**src/rtl/irq_status_pkg.sv**
```systemverilog
package irq_status_pkg;
  localparam int NUM_SRC      = 3;
  localparam int DATA_W       = 8;
  localparam int SRC_PERIODIC = 0;
  localparam int SRC_ALARM    = 1;
  localparam int SRC_UPDATE   = 2;
endpackage

```
**src/rtl/irq_flag_bank.sv**
```systemverilog
module irq_flag_bank #(
  parameter int N = 3
) (
  input  logic         clk,
  input  logic         rst,
  input  logic [N-1:0] ev,
  input  logic         start,
  input  logic         finish,
  input  logic         in_read,
  output logic [N-1:0] flag_q,
  output logic [N-1:0] pend_q
);
  for (genvar i = 0; i < N; i++) begin : g_slice
    logic flag_d, pend_d;

    always_comb begin
      flag_d = flag_q[i];
      pend_d = pend_q[i];
      if (start) begin
        flag_d = 1'b0;
        pend_d = ev[i];
      end else if (finish) begin
        flag_d = flag_q[i] | pend_q[i] | ev[i];
        pend_d = 1'b0;
      end else if (in_read) begin
        pend_d = pend_q[i] | ev[i];
      end else begin
        flag_d = flag_q[i] | ev[i];
      end
    end

    always_ff @(posedge clk) begin
      if (rst) begin
        flag_q[i] <= 1'b0;
        pend_q[i] <= 1'b0;
      end else begin
        flag_q[i] <= flag_d;
        pend_q[i] <= pend_d;
      end
    end
  end
endmodule

```
**src/rtl/irq_read_capture.sv**
```systemverilog
module irq_read_capture #(
  parameter int N      = 3,
  parameter int DATA_W = 8
) (
  input  logic              clk,
  input  logic              rst,
  input  logic              rd_start,
  input  logic              rd_end,
  input  logic [N-1:0]      flags,
  input  logic [N-1:0]      en,
  output logic              in_read,
  output logic              start,
  output logic              finish,
  output logic              irq_active,
  output logic [DATA_W-1:0] rd_data
);
  localparam int SUM_BIT  = DATA_W - 1;
  localparam int FLAG_TOP = DATA_W - 2;

  logic [DATA_W-1:0] snap;

  assign start      = rd_start & ~in_read;
  assign finish     = rd_end & in_read;
  assign irq_active = |(flags & en);

  always_comb begin
    snap          = '0;
    snap[SUM_BIT] = irq_active;
    for (int i = 0; i < N; i++) begin
      snap[FLAG_TOP - i] = flags[i];
    end
  end

  always_ff @(posedge clk) begin
    if (rst) begin
      in_read <= 1'b0;
      rd_data <= '0;
    end else begin
      if (start) begin
        in_read <= 1'b1;
        rd_data <= snap;
      end else if (finish) begin
        in_read <= 1'b0;
      end
    end
  end
endmodule

```
**src/rtl/irq_status_reg.sv**
```systemverilog
module irq_status_reg
  import irq_status_pkg::*;
#(
  parameter int DW = DATA_W
) (
  input  logic          clk,
  input  logic          rst,
  input  logic          ev_periodic,
  input  logic          ev_alarm,
  input  logic          ev_update,
  input  logic          en_periodic,
  input  logic          en_alarm,
  input  logic          en_update,
  input  logic          rd_start,
  input  logic          rd_end,
  output logic [DW-1:0] rd_data,
  output logic          irq_n
);
  logic [NUM_SRC-1:0] ev_vec, en_vec, flag_q, pend_q;
  logic in_read, start, finish, irq_active;

  always_comb begin
    ev_vec               = '0;
    en_vec               = '0;
    ev_vec[SRC_PERIODIC] = ev_periodic;
    ev_vec[SRC_ALARM]    = ev_alarm;
    ev_vec[SRC_UPDATE]   = ev_update;
    en_vec[SRC_PERIODIC] = en_periodic;
    en_vec[SRC_ALARM]    = en_alarm;
    en_vec[SRC_UPDATE]   = en_update;
  end

  irq_flag_bank #(.N(NUM_SRC)) u_bank (
    .clk    (clk),
    .rst    (rst),
    .ev     (ev_vec),
    .start  (start),
    .finish (finish),
    .in_read(in_read),
    .flag_q (flag_q),
    .pend_q (pend_q)
  );

  irq_read_capture #(.N(NUM_SRC), .DATA_W(DW)) u_cap (
    .clk       (clk),
    .rst       (rst),
    .rd_start  (rd_start),
    .rd_end    (rd_end),
    .flags     (flag_q),
    .en        (en_vec),
    .in_read   (in_read),
    .start     (start),
    .finish    (finish),
    .irq_active(irq_active),
    .rd_data   (rd_data)
  );

  assign irq_n = ~irq_active;
endmodule

```
**config.mk**
```make
export PLATFORM = sky130hd
export DESIGN_NAME = irq_status_reg
export DESIGN_NICKNAME = d
export VERILOG_FILES = /design/src/rtl/irq_status_pkg.sv /design/src/rtl/irq_flag_bank.sv /design/src/rtl/irq_read_capture.sv /design/src/rtl/irq_status_reg.sv
export SDC_FILE = /design/constraint.sdc
export NUM_CORES = 1
export LEC_CHECK = 0
export ABC_CLOCK_PERIOD_IN_PS = 1000
export BUFFER_PORTS_ARGS = -buffer_cell sky130_fd_sc_hd__buf_2
export CAP_MARGIN = 10
export CORE_AREA = 3 3 40 42
export CTS_CLUSTER_DIAMETER = 150
export DETAILED_ROUTE_END_ITERATION = 7
export DIE_AREA = 0 0 43 45
export PLACE_DENSITY = 0.64
export SETUP_SLACK_MARGIN = 0.1
export SLEW_MARGIN = 15
export SYNTH_ARGS = -nofsm -noshare
export SYNTH_HDL_FRONTEND = slang
export SYNTH_HIERARCHICAL = 1
export SYNTH_SLANG_ARGS = --single-unit
```
**constraint.sdc**
```tcl
create_clock -name clk -period 1 [get_ports clk]
set_input_delay 0.15 -clock clk [delete_from_list [all_inputs] [get_ports clk]]
set_output_delay 0.15 -clock clk [all_outputs]
set_load 0.1 [all_outputs]
```
==> flow_summary.toml <==
[grt]
grt.met3_usage_pct = 2.39
grt_use_met2_pct = 19.5
grt_usage_pct = 11.8
antenna_found_initial = 0
grt_pass1_wl_um = 1700
globalRoute.busiestLayer = "met2"
met1_usage_pct = 14.2
grt_max_degree = 9
grt-ovfl-total = 0
grt_pass1_vias = 409

[route]
first_pass_iters = 4
dr_total_vias = 455
via_per_inst = 4.69
drcViolationCount = 0
wl_um = 1030
first_iter_violations = 6
wl_per_cell_um = 10.6
ant_nets = 0

[timing]
fin_skew_ns = 0.000422
post-route-period-util_pct = 151
fin_crit_ns = 1.51
fmax_ghz = 0.661
whs_ns = 0.138
report.final.slew_viol_count = 0
rsz0062_at_grt = "yes"
finalHoldViolations = 0
setup_violations = 3
setup_slack_ns = -0.512

[clocking]
numClockSinks = 11
clk_latency_ns = 0.26
ctsLongestPathBuffers = 2
clkTransAtPathRegs_ns = 0.06
h-tree-depth = 1
cts_buffers = 3
cts_tree = "built"
cts_root_buffer = "clkbuf_4"

[floorplan]
die_y_um = 45
start_util_pct = 38.9
floorplan.die_area_um2 = 1940
rows = 13
die_w_um = 43
core_um2 = 1280
io_pins = 19

[cells_and_area]
antennaDiodeCount = 0
register_area_um2 = 238
area_growth_pct = 61.9
final_nets = 93
final.fill_count = 104
instances_no_fill = 97
multi_input_area_um2 = 260
drive_gt1_share_pct = 54.9
final_util_pct = 62.9

[job]
maxCapViolCount = 0

[power]
leakage_nw = 0.352
ir_drop_uv = 923
finalPower_mw = 1.22
cellPowerDensity_nw_per_um2 = 1510

[synthesis]
ys_top_cells_by_area = "dfxtp_1 44%, mux2i_1 6.0%, buf_4 6.0%"
ys_types = 20
avgSynthCellArea_um2 = 8.76
yosysWarnings = 6
synthFlopType = "dfxtp_1"
synth_top_area_share_pct = 44.1
yosys_register_bits = 11
yosys-top-cells-count = "11 x dfxtp_1, 6 x nand2_1, 5 x inv_1, 5 x nor2_1"
ys_seq_area_share_pct = 44.1
synth.cell_area_um2 = 499
synth_most_common_cell = "dfxtp_1"
async_flop_share_pct = 0
yosysTopAreaCell = "dfxtp_1"
synthCells = 57
synth_edf_count = 0

[status]
violations = "setup timing"
status = "finished with violations"

[placed_design]
gp_congestion = 0.759
portBuffers = 14
dp_cells = 90
post-place-ws_ns = -0.203
dp.final_hpwl_um = 756

[setup_path]
cp.required_ns = 0.85
arrival_ns = 1.36
endpoint_kind = "output port"
path_class = "reg2out"
startpoint_type = "flip-flop"
path_max_fanout = 2

[hold_path]
holdCritPathClass = "in2reg"
==> report_power, final <==
| group | switching [mW] | internal [mW] |
|---|---|---|
| registers | 0.0248 | 0.469 |
| clock network | 0.131 | 0.154 |
| logic | 0.269 | 0.172 |
==> repair_timing <==
item                       CTS  global route
hold endpoints to repair     0             0
pin swaps                    5             8
setup endpoints to repair   15            16
buffers inserted             2             3
gates resized for setup     11             3
cloned                       1             0
hold buffers                 0             0
==> layout make-up <==
type	count	area share, %
clock buffer	4	3.25
timing repair buffer	23	29.4
inverter	5	3.41
multi-input combinational	39	32.2
tap	15	2.32
sequential	11	29.4
==> per-stage QoR <==
stage	TNS [ns]	area (um^2)
after floorplan	-0.312	531
after global placement	-0.173	711
after detailed placement	-0.246	711
after CTS	-0.749	822
after global routing	-0.961	808
final	-0.565	808
==> cell usage in the layout, fill, tap and decap left out, types with 4 or more instances in the layout <==
cell and count:
a21oi_1 4, buf_12 7, buf_2 9, buf_4 7, conb_1 4, dfxtp_1 5
dfxtp_4 4, nand2_1 6, nor2_1 5, o21ai_1 6
==> cell families after synthesis <==
logic type	after synthesis	synth area share (%)
simple gates	16	16.3
other cells	1	0.751
compound gates	16	20.8
buf+inv	10	12.0
flops	11	44.1
mux	3	6.02
==> worst max-delay path, cell delays in order, from the launching register on <==
cell and delay [ns]:
dfxtp_2 0.32, a222oi_1 0.39, inv_1 0.13, clkinvlp_4 0.10
buf_12 0.16
==> sequential cells by signal, summed over array words and instances (netlist names) <==
register and cells:
u_cap/in_read 1, u_bank/pend_q 3, u_cap/rd_data 4, u_bank/flag_q 3
==> path summary, 6_finish.rpt <==
path,to,startpoint,cells past startpoint,slack [ns]
worst max-delay path,irq_n,u_bank/flag_q[1],4,-0.51
worst min-delay path,u_bank/pend_q[2],ev_update,3,0.14
worst max register to register,u_cap/rd_data[7],u_bank/flag_q[1],3,-0.05
worst min register to register,u_cap/rd_data[5],u_cap/rd_data[5],2,0.52
==> routing by layer <==
metal | vias to the layer above | share of wire (%)
met5 | - | 0
met4 | 0 | 0.39
met3 | 2 | 7.5
met2 | 16 | 46
met1 | 201 | 46
li1 | 236 | -
(Power assumes the default switching activity.)
